[src/rtl/cfgseq_pkg.sv]
package cfgseq_pkg;

  localparam int VEC_W = 4;

  localparam logic [VEC_W-1:0] RST_ALL    = 4'hF;
  localparam logic [VEC_W-1:0] RST_NONE   = 4'h0;
  localparam logic [VEC_W-1:0] ISO_CLOSED = 4'h0;
  localparam logic [VEC_W-1:0] ISO_FWD    = 4'hA;
  localparam logic [VEC_W-1:0] ISO_BOTH   = 4'hF;

  typedef enum logic [3:0] {
    ST_IDLE,
    ST_ISO_CLOSE,
    ST_ISO_FWD,
    ST_PROG_REL,
    ST_INIT_HI1,
    ST_INIT_LO,
    ST_INIT_HI2,
    ST_DONE_WAIT,
    ST_ISO_BOTH,
    ST_RST_REL
  } seq_state_e;

endpackage

[src/rtl/cfgseq_poll_timer.sv]
module cfgseq_poll_timer #(
  parameter int POLL_CYC  = 2000,
  parameter int MAX_POLLS = 125000
) (
  input  logic clk,
  input  logic rst_n,
  input  logic restart_i,
  output logic tick_o,
  output logic last_poll_o
);

  localparam int CW = (POLL_CYC  > 1) ? $clog2(POLL_CYC)  : 1;
  localparam int PW = (MAX_POLLS > 1) ? $clog2(MAX_POLLS) : 1;
  localparam logic [CW-1:0] CYC_LAST  = CW'(POLL_CYC - 1);
  localparam logic [PW-1:0] POLL_LAST = PW'(MAX_POLLS - 1);

  logic [CW-1:0] cyc_q;
  logic [PW-1:0] polls_q;

  assign tick_o      = (cyc_q == CYC_LAST);
  assign last_poll_o = (polls_q == POLL_LAST);

  always_ff @(posedge clk or negedge rst_n) begin
    if (!rst_n) begin
      cyc_q   <= '0;
      polls_q <= '0;
    end else if (restart_i) begin
      cyc_q   <= '0;
      polls_q <= '0;
    end else if (tick_o) begin
      cyc_q <= '0;
      if (!last_poll_o) polls_q <= polls_q + 1'b1;
    end else begin
      cyc_q <= cyc_q + 1'b1;
    end
  end

  AST_POLLS_BOUNDED: assert property (@(posedge clk) disable iff (!rst_n)
    polls_q <= POLL_LAST);

  AST_CYC_BOUNDED: assert property (@(posedge clk) disable iff (!rst_n)
    cyc_q <= CYC_LAST);

endmodule

[src/rtl/cfgseq_wait_eval.sv]
module cfgseq_wait_eval
  import cfgseq_pkg::*;
(
  input  seq_state_e state_i,
  input  logic       init_i,
  input  logic       done_i,
  output logic       waiting_o,
  output logic       met_o
);

  always_comb begin
    waiting_o = 1'b1;
    met_o     = 1'b0;
    unique case (state_i)
      ST_INIT_HI1:  met_o = init_i;
      ST_INIT_LO:   met_o = !init_i;
      ST_INIT_HI2:  met_o = init_i;
      ST_DONE_WAIT: met_o = done_i;
      default:      waiting_o = 1'b0;
    endcase
  end

endmodule

[src/rtl/cfgseq_ctrl.sv]
module cfgseq_ctrl
  import cfgseq_pkg::*;
(
  input  logic             clk,
  input  logic             rst_n,
  input  logic             start_i,
  input  logic             partial_i,
  input  logic             tick_i,
  input  logic             last_poll_i,
  input  logic             waiting_i,
  input  logic             met_i,
  output seq_state_e       state_o,
  output logic             tmr_restart_o,
  output logic [VEC_W-1:0] rst_vec_o,
  output logic [VEC_W-1:0] iso_en_o,
  output logic             prog_n_o,
  output logic             busy_o,
  output logic             ok_o,
  output logic             err_o
);

  seq_state_e       state_q;
  logic [VEC_W-1:0] rst_q, iso_q;
  logic             prog_n_q, busy_q, ok_q, err_q, part_q;
  logic             fail;

  assign fail          = tick_i && !met_i && last_poll_i;
  assign tmr_restart_o = !waiting_i || (tick_i && met_i);

  always_ff @(posedge clk or negedge rst_n) begin
    if (!rst_n) begin
      state_q  <= ST_IDLE;
      rst_q    <= RST_NONE;
      iso_q    <= ISO_CLOSED;
      prog_n_q <= 1'b1;
      busy_q   <= 1'b0;
      ok_q     <= 1'b0;
      err_q    <= 1'b0;
      part_q   <= 1'b0;
    end else begin
      unique case (state_q)
        ST_IDLE: if (start_i) begin
          busy_q <= 1'b1;
          ok_q   <= 1'b0;
          err_q  <= 1'b0;
          part_q <= partial_i;
          if (partial_i) begin
            state_q <= ST_DONE_WAIT;
          end else begin
            rst_q   <= RST_ALL;
            state_q <= ST_ISO_CLOSE;
          end
        end
        ST_ISO_CLOSE: begin
          iso_q   <= ISO_CLOSED;
          state_q <= ST_ISO_FWD;
        end
        ST_ISO_FWD: begin
          iso_q   <= ISO_FWD;
          state_q <= ST_PROG_REL;
        end
        ST_PROG_REL: begin
          prog_n_q <= 1'b1;
          state_q  <= ST_INIT_HI1;
        end
        ST_INIT_HI1, ST_INIT_LO, ST_INIT_HI2, ST_DONE_WAIT: begin
          if (tick_i && met_i) begin
            unique case (state_q)
              ST_INIT_HI1: begin
                prog_n_q <= 1'b0;
                state_q  <= ST_INIT_LO;
              end
              ST_INIT_LO: begin
                prog_n_q <= 1'b1;
                state_q  <= ST_INIT_HI2;
              end
              ST_INIT_HI2: state_q <= ST_DONE_WAIT;
              default: begin
                if (part_q) begin
                  ok_q    <= 1'b1;
                  busy_q  <= 1'b0;
                  state_q <= ST_IDLE;
                end else begin
                  state_q <= ST_ISO_BOTH;
                end
              end
            endcase
          end else if (fail) begin
            err_q    <= 1'b1;
            busy_q   <= 1'b0;
            prog_n_q <= 1'b1;
            state_q  <= ST_IDLE;
          end
        end
        ST_ISO_BOTH: begin
          iso_q   <= ISO_BOTH;
          state_q <= ST_RST_REL;
        end
        ST_RST_REL: begin
          rst_q   <= RST_NONE;
          ok_q    <= 1'b1;
          busy_q  <= 1'b0;
          state_q <= ST_IDLE;
        end
        default: state_q <= ST_IDLE;
      endcase
    end
  end

  assign state_o   = state_q;
  assign rst_vec_o = rst_q;
  assign iso_en_o  = iso_q;
  assign prog_n_o  = prog_n_q;
  assign busy_o    = busy_q;
  assign ok_o      = ok_q;
  assign err_o     = err_q;

  AST_RST_BEFORE_ISO: assert property (@(posedge clk) disable iff (!rst_n)
    busy_q && !$stable(iso_q) |-> rst_q == RST_ALL);

  AST_STROBE_GUARDED: assert property (@(posedge clk) disable iff (!rst_n)
    !prog_n_q |-> (iso_q == ISO_FWD) && (rst_q == RST_ALL));

  AST_ERR_KEEPS_RST: assert property (@(posedge clk) disable iff (!rst_n)
    $rose(err_q) && !part_q |-> rst_q == RST_ALL && prog_n_q);

  AST_RELEASE_AFTER_ISO: assert property (@(posedge clk) disable iff (!rst_n)
    (rst_q == RST_NONE) && ($past(rst_q) == RST_ALL) |-> iso_q == ISO_BOTH);

  AST_PARTIAL_FROZEN: assert property (@(posedge clk) disable iff (!rst_n)
    busy_q && part_q |=> $stable(rst_q) && $stable(iso_q) && $stable(prog_n_q));

  AST_BUSY_NO_FLAG: assert property (@(posedge clk) disable iff (!rst_n)
    busy_q |-> !ok_q && !err_q);

  AST_FLAGS_EXCL: assert property (@(posedge clk) disable iff (!rst_n)
    !(ok_q && err_q));

endmodule

[src/rtl/fabric_cfg_seq.sv]
module fabric_cfg_seq #(
  parameter int CYC_PER_US = 100,
  parameter int POLL_US    = 20,
  parameter int TIMEOUT_US = 2500000
) (
  input  logic       clk,
  input  logic       rst_n,
  input  logic       start_i,
  input  logic       partial_i,
  input  logic       init_sts_i,
  input  logic       prog_done_i,
  output logic [3:0] rst_vec_o,
  output logic [3:0] iso_en_o,
  output logic       prog_n_o,
  output logic       busy_o,
  output logic       ok_o,
  output logic       err_o
);
  import cfgseq_pkg::*;

  localparam int POLL_CYC_RAW  = CYC_PER_US * POLL_US;
  localparam int POLL_CYC      = (POLL_CYC_RAW > 0) ? POLL_CYC_RAW : 1;
  localparam int MAX_POLLS_RAW = TIMEOUT_US / ((POLL_US > 0) ? POLL_US : 1);
  localparam int MAX_POLLS     = (MAX_POLLS_RAW > 0) ? MAX_POLLS_RAW : 1;

  seq_state_e state;
  logic       tick, last_poll, waiting, met, tmr_restart;

  cfgseq_poll_timer #(
    .POLL_CYC  (POLL_CYC),
    .MAX_POLLS (MAX_POLLS)
  ) u_timer (
    .clk         (clk),
    .rst_n       (rst_n),
    .restart_i   (tmr_restart),
    .tick_o      (tick),
    .last_poll_o (last_poll)
  );

  cfgseq_wait_eval u_eval (
    .state_i   (state),
    .init_i    (init_sts_i),
    .done_i    (prog_done_i),
    .waiting_o (waiting),
    .met_o     (met)
  );

  cfgseq_ctrl u_ctrl (
    .clk           (clk),
    .rst_n         (rst_n),
    .start_i       (start_i),
    .partial_i     (partial_i),
    .tick_i        (tick),
    .last_poll_i   (last_poll),
    .waiting_i     (waiting),
    .met_i         (met),
    .state_o       (state),
    .tmr_restart_o (tmr_restart),
    .rst_vec_o     (rst_vec_o),
    .iso_en_o      (iso_en_o),
    .prog_n_o      (prog_n_o),
    .busy_o        (busy_o),
    .ok_o          (ok_o),
    .err_o         (err_o)
  );

endmodule

[config.mk]
export PLATFORM = sky130hd
export DESIGN_NAME = fabric_cfg_seq
export DESIGN_NICKNAME = d
export VERILOG_FILES = /design/src/rtl/cfgseq_pkg.sv /design/src/rtl/cfgseq_poll_timer.sv /design/src/rtl/cfgseq_wait_eval.sv /design/src/rtl/cfgseq_ctrl.sv /design/src/rtl/fabric_cfg_seq.sv
export SDC_FILE = /design/constraint.sdc
export NUM_CORES = 1
export LEC_CHECK = 0
export CAP_MARGIN = 20
export CORE_UTILIZATION = 44
export DETAILED_ROUTE_END_ITERATION = 6
export GPL_ROUTABILITY_DRIVEN = 1
export GPL_TIMING_DRIVEN = 0
export PLACE_DENSITY = 0.69
export SLEW_MARGIN = 20
export SYNTH_ARGS = -nofsm -noshare
export SYNTH_HDL_FRONTEND = slang
export SYNTH_HIERARCHICAL = 1
export SYNTH_SLANG_ARGS = --single-unit
[constraint.sdc]
create_clock -name clk -period 2.3 [get_ports clk]
set_input_delay 0.46 -clock clk [delete_from_list [all_inputs] [get_ports clk]]
set_output_delay 0.46 -clock clk [all_outputs]
set_load 0.1 [all_outputs]
# ---- Word level (Yosys, flattened, before mapping)
# Index checks and enable logic that the tools add are counted.
dict set report classes {
  n_addsub 2
  n_eq_ne 23
  mux 35
  reduce_logical 25
}
# operator count
set op_table {}
lappend op_table {{$mux W17} 3}
lappend op_table {{$mux W4} 6}
lappend op_table {{$pmux W4 S3} 2}
lappend op_table {{$pmux W4 S6} 1}
lappend op_table {{$mux W11} 2}
lappend op_table {{$add A17 B1 Y17 const B} 1}
lappend op_table {{$eq A17 B17 Y1 const B} 1}
lappend op_table {{$eq A4 B3 Y1 const B} 4}
lappend op_table {{$mux W1} 13}
lappend op_table {{$add A11 B1 Y11 const B} 1}
lappend op_table {{$eq A11 B11 Y1 const B} 1}
lappend op_table {{$ne A2 B2 Y1 const B} 5}
lappend op_table {{$reduce_and A5 Y1} 2}
lappend op_table {{$pmux W1 S3} 3}
lappend op_table {{$eq A4 B2 Y1 const B} 2}
lappend op_table {{$eq A4 B4 Y1 const B} 2}
lappend op_table {{$pmux W4 S2} 1}
lappend op_table {{$reduce_bool A2 Y1} 4}
lappend op_table {{$ne A2 B1 Y1 const B} 3}
lappend op_table {{$pmux W1 S2} 3}
lappend op_table {{$reduce_and A2 Y1} 3}
lappend op_table {{$reduce_and A3 Y1} 2}
lappend op_table {{$reduce_bool A3 Y1} 2}
lappend op_table {{$eq A4 B1 Y1 const B} 1}
lappend op_table {{13 further kinds} 17}
dict set report totals {
  register_bits 45
  input_bits 6
  out_inout_bits 12
  elab_cells 95
}

# ---- Depth between registers and ports, before layout
dict set report logic_depth {
  word_depth 9
  depth_mapped 10
  mapped_depth_nobuf 8
}

# ---- By module
# Netlist, hierarchy kept.
# mod n_inst cells_per_inst area_per_inst_um2 seq_area_each_um2
set modules_own_cells {}
lappend modules_own_cells {cfgseq_poll_timer 1 150 1458.9 700.7}
lappend modules_own_cells {cfgseq_ctrl 1 81 762.0 301.5}
lappend modules_own_cells {cfgseq_wait_eval 1 6 51.3 0.0}

# ---- Least setup slack after synthesis
# OpenSTA, ideal clock, no wires.
dict set report synth_timing {
  kind {flip-flop to flip-flop}
  start {register u_timer.cyc_q[5]}
  end {register u_timer.cyc_q[2]}
  arrival_time_ps 2092
  required_time_ps 2168
  setup_slack_ps 76
  path_stages_with_launch 10
  path_buffers 3
  period_less_slack_ps 2224
  path_cell_list {dfrtp_1 or3b_1 or3_1 buf_6 clkinv_8 nand2_1 nand2_1 clkbuf_1 clkbuf_1 nor2_1}
}
dict set report synth_via {
  elab_chain_len 4
  word_cells_on_any_way 5
  classes_between {1 x eq/ne; 2 x mux; 2 x reduce/logical}
}
# item line
set synth_lines {}
lappend synth_lines {{start, declared} cfgseq_poll_timer.sv:17} ;# logic [CW-1:0] cyc_q;
lappend synth_lines {{start signal, assigned} cfgseq_poll_timer.sv:34} ;# cyc_q <= cyc_q + 1'b1;
lappend synth_lines {{$eq A11 B11 Y1} cfgseq_poll_timer.sv:20} ;# assign tick_o = (cyc_q == CYC_LAST);
lappend synth_lines {{via tick} fabric_cfg_seq.sv:27} ;# logic tick, last_poll, waiting, met, tmr_restart;
lappend synth_lines {{$logic_and A1 B1 Y1} cfgseq_ctrl.sv:28} ;# assign tmr_restart_o = !waiting_i || (tick_i && met_i);
lappend synth_lines {{$logic_or A1 B1 Y1} cfgseq_ctrl.sv:28}
lappend synth_lines {{via tmr_restart} fabric_cfg_seq.sv:27}
lappend synth_lines {{$mux W11} cfgseq_poll_timer.sv:27} ;# end else if (restart_i) begin
# The timed path passes the listed nets, and every way through them passes these cells.
# A chain may end at the register's enable or synchronous reset.

# ---- Final worst setup path
dict set report layout_timing {
  start {register u_ctrl.busy_q, in the netlist u_ctrl/busy_o}
  end {output busy_o}
}
# item line
set layout_lines {}
lappend layout_lines {{start, declared} cfgseq_ctrl.sv:24} ;# logic prog_n_q, busy_q, ok_q, err_q, part_q;
lappend layout_lines {{start signal, assigned} cfgseq_ctrl.sv:36} ;# busy_q <= 1'b0;
lappend layout_lines {{start signal, assigned} cfgseq_ctrl.sv:43} ;# busy_q <= 1'b1;
lappend layout_lines {{start signal, assigned} cfgseq_ctrl.sv:81} ;# busy_q <= 1'b0;
lappend layout_lines {{end, declared} fabric_cfg_seq.sv:15} ;# output logic busy_o,
# No word-level cell between the ends.

==> metrics.cfg <==
[sta]
finalSetupViolCount = 0
timing.fmax_ghz = 0.441
fin_crit_sh_pct = 98.5
tns_ps = 0
worst_slew_pin_slew_ps = 968
min_period_ps = 2270
rsz0062_at_grt = true
hold_viol_final = 0
fin_worst_skew_ps = 7.74
maxSlewHeadroom_pct = 35.3
slew_violations = 0
hold_ws_ps = 37.2

[logic_synthesis]
synth_edf_count = 0
syn_area_sq_um = 2270
ys_seq_elements = 40
synth.area.top_cells = dfrtp_1, nor2_1, xnor2_1
postSynthAreaPerCell_sq_um = 9.59
synth_warnings = 6
async_flop_share_pct = 100
synth_cell_types = 56
yosysSeqAreaShare_pct = 44.1
synth_area_leader_cell = dfrtp_1
syn_inst = 237
ys.flop_type = dfrtp_1
syn_nets = 245
synth_top_area_share_pct = 43.0

[worst_setup_path]
crit_family = buffers and inverters
cp_num_buf_inv = 1
cp_max_fo = 2
startpoint_type = flip-flop
path_cells = clkdlybuf4s50_1
worstPathRequired_ps = 1840
critical_path.max_stage_delay_ps = 1140
rrSetupSlack_ps = 70
reg2reg_depth = 6
critPathKind = flip-flop to output port
cp_slowest_cell = clkdlybuf4s50_1
r2r-start = u_timer/polls_q[12]
rr_endpoint = u_timer/polls_q[1]
worst_ep_arrival_time_ps = 1810
critical_path.endpoint_type = output port

[grt]
grt_pass1_wl_um = 7500
grtUsageMet1_pct = 26.5
grt_pass1_vias = 1616
overflow = 0
grtUsageMet3_pct = 4.53
busiest_layer = met1
antenna_found_initial = 0
grt_usage_pct = 18.0
grt_max_degree = 33
met2_usage_pct = 26.3

[final_layout]
area_growth_pct = 18.0
multi_input_area_sq_um = 1120
layout-drive-gt1-share_pct = 15.8
antenna_cells = 0
seq_area_sq_um = 1000
fin_nets = 273
fin_util_pct = 55.3
fill_cells = 421
finalInstanceArea_sq_um = 2680

[placed_design]
place_area_sq_um = 2540
io_buffers = 17
gp_congestion = 0.842
dp_hpwl_um = 3110

[clocking]
cts-htree-levels = 2
clk_pin_slew_worst_paths_ps = 80
cts_root_buf = clkbuf_8
ctsLongestPathBuffers = 2
hold_buffers = 0
cts_buffers = 5
cts_tree = yes
worst_skew_pair.late_latency_ps = 280
cts_num_sinks = 40

[detailed_routing]
avgRoutedWirePerCell_um = 13.7
vias = 1832
ant_nets = 0
drc = 0
routed_wl_um = 4570
drt_first_iter_violations = 193
drt-pass1-iter-count = 4
detail_route.vias_per_cell = 5.50

[die]
fp.dieH_um = 73.9
io_pins = 18
coreArea_sq_um = 4850
die_w_um = 73.9
fp.dieArea_sq_um = 5460
rows = 25
start_util_pct = 46.9

[pwr]
total_power_mw = 2.55
vdd_drop_max_mv = 0.527
p_per_area_nw_per_um2 = 950
p_leak_nw = 1.14

[job]
max-cap-violations = 0

[run_status]
status = finished, final reports clean

[worst_hold_path]
hold_class = primary input to asynchronous set/reset pin

[state kept, by name, indices dropped and copies added, names as in the netlist, 2 cells and up]
signal,cells
u_ctrl/state_o,4
u_timer/polls_q,17
u_ctrl/iso_en_o,2
u_timer/cyc_q,11
[report_power, final]
group          internal [mW]  leakage, nW  switching, mW
registers              0.783        0.538         0.0971
clock network          0.245       0.0455          0.231
logic                  0.390        0.555          0.801
[worst max path at each step]
stage,start,endpoint,slack [ps],cells past startpoint
after CTS,u_ctrl/iso_en_o[1],iso_en_o[1],5,1
after global placement,init_sts_i,u_timer/polls_q[12],-520,8
after global routing,u_timer/cyc_q[5],u_timer/polls_q[8],-20,9
after detailed placement,init_sts_i,u_timer/polls_q[15],-580,8
final,u_ctrl/busy_o,busy_o,30,1
after floorplan,u_timer/cyc_q[5],u_timer/cyc_q[2],80,9
[layer usage]
layer / wire, um / vias up
met3: 156 / 2
met4: 27 / 0
met5: 0 / -
met1: 2330 / 896
met2: 2050 / 36
li1: - / 898
[placed cells by master (no fill, tap or decap), types with 2 or more instances in the layout]
master	netlist	layout
a21oi_1	10	9
a21oi_2	1	2
a221o_1	2	2
a41oi_1	2	2
and2_1	2	2
and3_1	7	7
buf_4	6	11
buf_6	5	5
clkbuf_1	5	4
clkbuf_8	0	7
clkdlybuf4s50_1	0	7
dfrtp_1	39	39
dlygate4sd2_1	0	8
ha_1	2	2
inv_1	8	8
mux2_2	2	2
nand2_1	10	10
nand3_1	12	12
nand4_1	3	3
nor2_1	35	35
nor2b_1	4	4
nor3_1	6	6
nor4_1	7	6
o211ai_1	2	2
o21a_1	2	2
o21ai_0	4	4
o31ai_1	7	7
or2_2	2	2
or3_1	3	3
or4_1	4	3
or4b_4	1	2
xnor2_1	12	12
xor2_1	6	6
[kinds of logic (layout without fill, tap and decap cells)]
logic type	count (synthesis)	count (layout)	share of synthesized area, %
AOI/OAI and AO/OA	41	41	13.4
and+or+nand+nor	108	108	25.7
DFF	40	40	44.1
buffers and inverters	25	54	7.32
adders and majority gates	2	2	1.10
xor gates and xnor gates	18	18	6.94
muxes	3	3	1.43
[cell usage after synthesis (5+ instances only)]
master	count
xnor2_1	12
nor3_1	6
clkbuf_1	5
buf_6	5
and3_1	7
o31ai_1	7
xor2_1	6
buf_4	6
nor2_1	35
dfrtp_1	39
nand2_1	10
nand3_1	12
inv_1	8
a21oi_1	10
nor4_1	7
[cell type report]
type	instances	area share [%]
Multi-Input combinational cell	172	41.8
Sequential cell	40	37.4
Timing Repair Buffer	22	7.75
Buffer	15	4.85
Clock buffer	8	3.36
Tap cell	67	3.13
Inverter	9	1.73
[repair_timing]
item / in CTS / in global routing
setup endpoints to repair: 20 / 26
gates cloned: 0 / 1
pin swaps: 0 / 1
buffers inserted: 0 / 3
resized for setup: 13 / 7
[through the flow]
stage / instances / setup slack [ps]
floorplan: 237 / 76.2
global placement: 321 / -522
detailed placement: 322 / -577
CTS: 329 / 4.50
global route: 333 / -22.5
finish: 333 / 34.8
No activity file was read; power rests on OpenSTA's default activity.
